File: config.mk
export PLATFORM = sky130hd
export DESIGN_NAME = irq_ctrl
export DESIGN_NICKNAME = d
export VERILOG_FILES = /design/src/rtl/irqc_pkg.sv /design/src/rtl/irqc_sense.sv /design/src/rtl/irqc_lowest.sv /design/src/rtl/irqc_regs.sv /design/src/rtl/irq_ctrl.sv
export SDC_FILE = /design/constraint.sdc
export NUM_CORES = 1
export LEC_CHECK = 0
export ABC_AREA = 1
export BUFFER_PORTS_ARGS = -buffer_cell sky130_fd_sc_hd__buf_2
export CAP_MARGIN = 10
export CORE_UTILIZATION = 54
export DETAILED_ROUTE_END_ITERATION = 6
export PLACE_DENSITY = 0.9
export REMOVE_ABC_BUFFERS = 1
export SYNTH_ARGS = -nofsm -noshare
export SYNTH_HDL_FRONTEND = slang
export SYNTH_SLANG_ARGS = --single-unit
File: constraint.sdc
create_clock -name clk -period 2.4 [get_ports clk]
set_clock_uncertainty 0.2 [all_clocks]
set_input_delay 0.36 -clock clk [delete_from_list [all_inputs] [get_ports clk]]
set_output_delay 0.36 -clock clk [all_outputs]
set_load 0.01 [all_outputs]
File: src/rtl/irqc_pkg.sv
`timescale 1ns/1ps
package irqc_pkg;
  localparam int DATA_W = 32;
  localparam int ADDR_W = 3;

  typedef enum logic [ADDR_W-1:0] {
    REG_STAT   = 3'd0,
    REG_PEND   = 3'd1,
    REG_EN     = 3'd2,
    REG_ACK    = 3'd3,
    REG_SETEN  = 3'd4,
    REG_CLREN  = 3'd5,
    REG_VEC    = 3'd6,
    REG_CTRL   = 3'd7
  } irqc_reg_e;

  localparam int CTRL_ON_BIT = 0;
  localparam int CTRL_HW_BIT = 1;
  localparam int CTRL_W      = 2;
endpackage

File: src/rtl/irqc_sense.sv
`timescale 1ns/1ps
module irqc_sense #(
  parameter int          N         = 32,
  parameter logic [31:0] EDGE_MASK = 32'hFFFF_0000
) (
  input  logic         clk,
  input  logic         rst,
  input  logic [N-1:0] src_i,
  output logic [N-1:0] capture_o
);
  for (genvar g = 0; g < N; g++) begin : g_line
    if (EDGE_MASK[g]) begin : g_edge
      logic prev_q;
      always_ff @(posedge clk) begin
        if (rst) prev_q <= 1'b0;
        else     prev_q <= src_i[g];
      end
      assign capture_o[g] = src_i[g] & ~prev_q;
    end else begin : g_level
      assign capture_o[g] = src_i[g];
    end
  end
endmodule

File: src/rtl/irqc_lowest.sv
`timescale 1ns/1ps
module irqc_lowest #(
  parameter int N     = 32,
  parameter int IDX_W = (N > 1) ? $clog2(N) : 1
) (
  input  logic [N-1:0]     req_i,
  output logic             found_o,
  output logic [IDX_W-1:0] idx_o
);
  always_comb begin
    found_o = 1'b0;
    idx_o   = '0;
    for (int i = N - 1; i >= 0; i--) begin
      if (req_i[i]) begin
        found_o = 1'b1;
        idx_o   = IDX_W'(i);
      end
    end
  end
endmodule

File: src/rtl/irqc_regs.sv
`timescale 1ns/1ps
module irqc_regs
  import irqc_pkg::*;
#(
  parameter int N = 32
) (
  input  logic              clk,
  input  logic              rst,
  input  logic [N-1:0]      capture_i,
  input  logic [N-1:0]      ack_mask_i,
  input  logic              en_load_i,
  input  logic [N-1:0]      en_data_i,
  input  logic [N-1:0]      set_mask_i,
  input  logic [N-1:0]      clr_mask_i,
  input  logic              ctrl_we_i,
  input  logic [CTRL_W-1:0] ctrl_data_i,
  output logic [N-1:0]      status_o,
  output logic [N-1:0]      enable_o,
  output logic [CTRL_W-1:0] ctrl_o
);
  logic [N-1:0] enable_d;

  always_comb begin
    if (en_load_i) enable_d = en_data_i;
    else           enable_d = (enable_o | set_mask_i) & ~clr_mask_i;
  end

  always_ff @(posedge clk) begin
    if (rst) begin
      status_o <= '0;
      enable_o <= '0;
      ctrl_o   <= '0;
    end else begin
      status_o <= (status_o & ~ack_mask_i) | capture_i;
      enable_o <= enable_d;
      if (ctrl_we_i) ctrl_o <= ctrl_data_i;
    end
  end
endmodule

File: src/rtl/irq_ctrl.sv
`timescale 1ns/1ps
module irq_ctrl
  import irqc_pkg::*;
#(
  parameter int          NUM_SRC   = 32,
  parameter logic [31:0] EDGE_MASK = 32'hFFFF_0000
) (
  input  logic               clk,
  input  logic               rst,
  input  logic [NUM_SRC-1:0] src_i,
  input  logic [ADDR_W-1:0]  addr_i,
  input  logic               wr_en_i,
  input  logic [DATA_W-1:0]  wdata_i,
  output logic [DATA_W-1:0]  rdata_o,
  output logic               irq_o
);
  localparam int IDX_W = (NUM_SRC > 1) ? $clog2(NUM_SRC) : 1;

  logic [NUM_SRC-1:0] capture;
  logic [NUM_SRC-1:0] status_q;
  logic [NUM_SRC-1:0] enable_q;
  logic [CTRL_W-1:0]  master_q;
  logic [NUM_SRC-1:0] pending;
  logic [NUM_SRC-1:0] wmask;
  logic [NUM_SRC-1:0] ack_mask, set_mask, clr_mask;
  logic               en_load, ctrl_we;
  logic               vec_found;
  logic [IDX_W-1:0]   vec_idx;
  logic [DATA_W-1:0]  vec_word;
  logic [DATA_W-1:0]  rd_next;

  assign wmask    = wdata_i[NUM_SRC-1:0];
  assign ack_mask = (wr_en_i && addr_i == REG_ACK)   ? wmask : '0;
  assign set_mask = (wr_en_i && addr_i == REG_SETEN) ? wmask : '0;
  assign clr_mask = (wr_en_i && addr_i == REG_CLREN) ? wmask : '0;
  assign en_load  = wr_en_i && addr_i == REG_EN;
  assign ctrl_we  = wr_en_i && addr_i == REG_CTRL;

  irqc_sense #(.N(NUM_SRC), .EDGE_MASK(EDGE_MASK)) u_sense (
    .clk       (clk),
    .rst       (rst),
    .src_i     (src_i),
    .capture_o (capture)
  );

  irqc_regs #(.N(NUM_SRC)) u_regs (
    .clk         (clk),
    .rst         (rst),
    .capture_i   (capture),
    .ack_mask_i  (ack_mask),
    .en_load_i   (en_load),
    .en_data_i   (wmask),
    .set_mask_i  (set_mask),
    .clr_mask_i  (clr_mask),
    .ctrl_we_i   (ctrl_we),
    .ctrl_data_i (wdata_i[CTRL_W-1:0]),
    .status_o    (status_q),
    .enable_o    (enable_q),
    .ctrl_o      (master_q)
  );

  assign pending = status_q & enable_q;

  irqc_lowest #(.N(NUM_SRC), .IDX_W(IDX_W)) u_lowest (
    .req_i   (pending),
    .found_o (vec_found),
    .idx_o   (vec_idx)
  );

  assign vec_word = vec_found ? DATA_W'(vec_idx) : '1;

  always_comb begin
    unique case (addr_i)
      REG_STAT: rd_next = DATA_W'(status_q);
      REG_PEND: rd_next = DATA_W'(pending);
      REG_EN:   rd_next = DATA_W'(enable_q);
      REG_VEC:  rd_next = vec_word;
      REG_CTRL: rd_next = DATA_W'(master_q);
      default:  rd_next = '0;
    endcase
  end

  always_ff @(posedge clk) begin
    if (rst) begin
      rdata_o <= '0;
      irq_o   <= 1'b0;
    end else begin
      rdata_o <= rd_next;
      irq_o   <= master_q[CTRL_ON_BIT] & master_q[CTRL_HW_BIT] & (|pending);
    end
  end
endmodule

==> reports/results.md <==
• **cell type contributing the most total cell area after synthesis** sky130_fd_sc_hd__dfxtp_1
• **final design area excluding fillers** 6840 sq um
• **share of cells above drive strength 1** 0.244
• **portion of total power attributed to combinational logic** 0.108
• **Antenna Violating Nets Remaining** 0
• **slew of the pin with the lowest slew margin** 0.644 ns
• **worst min path class** input pin to flop
• **Power per Cell Area** 765 nW/um^2
• **RD Place Congestion** 0.852
• **via/cell ratio** 6.11
• **top post-synthesis cells by area** sky130_fd_sc_hd__dfxtp_1 46%, sky130_fd_sc_hd__a21oi_1 8.3%, sky130_fd_sc_hd__nand2_1 6.4%, sky130_fd_sc_hd__o22ai_1 6.1%, sky130_fd_sc_hd__inv_1 5.1%
• **post-synthesis instance area** 4960 sq um
• **EDFF count, synth** 0
• **TritonCTS Sinks** 115
• **Peak supply drop** 0.532 mV
• **final max-slew violation count** 0
• **wire length of the first global-routing pass** 26.2 mm
• **final-report hold violation count** 0
• **CTS tree** done
• **critical path endpoint** rdata_o[0]
• **Most Frequent Cell on Critical Path** sky130_fd_sc_hd__nand2_1
• **achievable clock frequency** 390 MHz
• **fraction of power consumed by the clock network** 0.491
• **Static Leakage** 3.22 nW
• **Worst-path clk slew** 0.06 ns
• **Total Die Area** 9580 sq um
• **signal arrival time at the worst endpoint** 2.75 ns
• **number of DRC markers in iteration 0** 472
• **result of the run** complete, but fails checks
• **first-pass iteration count of the detailed router** 7
• **Total Wirelength** 16.0 mm
• **largest net degree at the start of global routing** 57
• **total design power** 5.23 mW
• **net switching fraction of the power** 0.255
• **category of the most critical setup path** flop to flop
• **average cell area after synthesis** 7.73 sq um
• **fillcell total** 583
• **DRC violations left** 15
• **start point of the critical path** u_regs.enable_o[31]
• **most instantiated flip-flop cell in the synthesis netlist** sky130_fd_sc_hd__dfxtp_1
• **sort of element at the start of the critical path** flop
• **commonest non-fill, non-tap cell in the layout** sky130_fd_sc_hd__dfxtp_1
• **GRT Resource Usage Total** 0.339
• **worst rel slew slack** 0.559
• **Async S/R FF share, synth** 0
• **count of vias placed by the detailed router** 5660
• **most used cells in the layout excluding fill and tap cells** 111 x sky130_fd_sc_hd__dfxtp_1, 102 x sky130_fd_sc_hd__buf_2, 84 x sky130_fd_sc_hd__nand2_1
• **fin crit share** 1.07
• **crit end category** flop
• **global route total overflow** 0
• **slowest stage cell on the critical path** sky130_fd_sc_hd__dfxtp_2
• **sequential fraction of design power** 0.401
• **Core Footprint** 8810 sq um
• **Root Buffer Master** sky130_fd_sc_hd__clkbuf_8
• **vias in the first global route** 5912
• **internal portion of total power** 3.90 mW
• **Starting Density** 0.564
• **I/O Pins** 103
• **Max Buffers Root-to-Sink** 2
• **Critical Path RT** 2.59 ns
• **count of buffers inserted at the top-level ports** 102
• **clock latency at the later pin of the worst-skew pair** 0.52 ns
• **number of violations of the max-capacitance limit** 0
• **Hold Slack** 0.00226 ns
• **r2r worst-path depth** 34
• **number of flip-flops and latches in the synthesized netlist** 115
• **depth of the CTS H-tree** 4
• **die width** 97.9 um
• **RR Endpoint** rdata_o[0]
• **Crit Path Max Fanout** 2
• **Area Overhead vs Synth** 37.9%
• **source of the worst register-to-register timing path** u_regs.enable_o[31]
• **violated checks** DRC, setup timing
• **post-synthesis sequential area ratio** 0.464
• **placed instance area** 5610 sq um
• **CTS Buf Count** 17
• **Register-to-Register Setup Slack** -0.16 ns
• **fraction of synthesized cell area taken by the top area cell type** 0.464
• **fin crit period** 2.56 ns
• **# rows** 34
• **Nets** 874
• **count of endpoints failing setup in the final report** 1
• **DPL Wire Length** 9.11 mm
• **switching power summed over all nets** 1.34 mW
• **number of distinct library cells after synthesis** 28
• **antenna violations before repair** 1
• **Post-Synthesis Cells** 642
• **largest incremental delay on the critical path** 0.32 ns
• **end-of-flow core utilization** 0.777
• **setup repair after global routing missed its margin** true
• **final setup margin** -0.163 ns
• **overall die height** 97.9 um
• **Yosys warnings** 0
• **WL/cell** 17.2 um
[cell usage after synthesis (5+ instances only)]
| cell | number |
|---|---|
| sky130_fd_sc_hd__dfxtp_1 | 115 |
| sky130_fd_sc_hd__nand2_1 | 85 |
| sky130_fd_sc_hd__a21oi_1 | 82 |
| sky130_fd_sc_hd__inv_1 | 67 |
| sky130_fd_sc_hd__nor2_1 | 53 |
| sky130_fd_sc_hd__o22ai_1 | 48 |
| sky130_fd_sc_hd__clkbuf_1 | 37 |
| sky130_fd_sc_hd__a211oi_1 | 33 |
| sky130_fd_sc_hd__o21ai_1 | 31 |
| sky130_fd_sc_hd__a221oi_1 | 28 |
| sky130_fd_sc_hd__nand2_2 | 23 |
| sky130_fd_sc_hd__o21ai_0 | 8 |
| sky130_fd_sc_hd__inv_2 | 7 |
| sky130_fd_sc_hd__nand2_4 | 5 |
[metrics by stage]
| step | TNS (ns) | cells | worst slack [ns] |
|---|---|---|---|
| 2_1_floorplan | -75.37 | 603 | -1.97 |
| 3_3_place_gp | 0 | 831 | 0.0707 |
| 3_5_place_dp | -0.0131 | 831 | -0.0131 |
| 4_1_cts | -0.0609 | 925 | -0.0609 |
| 5_1_grt | -0.426 | 926 | -0.426 |
| 6_report | -0.163 | 926 | -0.163 |
[worst max-delay path, delay by kind of cell (launching register included)]
family | cells | cell delay [ns]
and+or+nand+nor | 32 | 1.83
DFF | 1 | 0.32
buffers and inverters | 1 | 0.06
AOI/OAI and AO/OA | 1 | 0.05
[power groups by stage]
stage,registers (mW),logic [mW],clock network (mW)
after global placement,2.12,0.443,0
final,2.10,0.566,2.57
after global routing,2.10,0.619,2.67
after CTS,2.09,0.545,2.57
after detailed placement,2.13,0.459,0
after floorplan,2.13,0.244,0
[routing by layer]
layer	track usage	wire length (um)	up-vias
met5	0	0	-
met1	0.356	5810	2627
met4	0.219	695	0
met2	0.605	8030	396
li1	-	-	2563
met3	0.0823	1430	74
[state kept, by name, summed over array words and instances (netlist names)]
signal                        count
rdata_o                          32
u_regs.enable_o                  32
u_regs.status_o                  32
u_sense.g_line.g_edge.prev_q     16
u_regs.ctrl_o                     2
irq_o                             1
[logic make-up after synthesis]
family	count (synthesis)	share of synthesized area
simple gates	178	0.159
buf+inv	114	0.0872
flops	115	0.464
compound gates	235	0.290
[cell type report]
type,instances,area [sq um],area share
repair buffers,182,1270,0.186
flip-flops and latches,115,2310,0.337
diodes,1,2.50,0.000366
inverters,75,283,0.0413
well taps,108,135,0.0198
clock buffers,19,432,0.0631
clock inverters,13,174,0.0254
multi-input cells,413,2240,0.327
[how the worst min path moves through the flow]
stage,startpoint,endpoint,slack (ns),cells past startpoint
floorplan,u_sense.g_line[16].g_edge.prev_q,u_regs.status_o[16],0.21,1
global placement,u_sense.g_line[23].g_edge.prev_q,u_regs.status_o[23],0.21,1
detailed placement,u_sense.g_line[21].g_edge.prev_q,u_regs.status_o[21],0.22,1
CTS,wdata_i[5],u_regs.enable_o[5],0.003,3
global route,wdata_i[5],u_regs.enable_o[5],0.01,3
finish,wdata_i[5],u_regs.enable_o[5],0.002,3
[timing repair]
| item | CTS | global route |
|---|---|---|
| buffers inserted | 3 | 0 |
| setup endpoints to repair | 1 | 1 |
| endpoints found under the hold margin | 77 | 0 |
| gates resized for setup | 5 | 0 |
| hold buffers | 59 | 0 |
| pin swaps | 1 | 3 |
(Power assumes the default switching activity.)
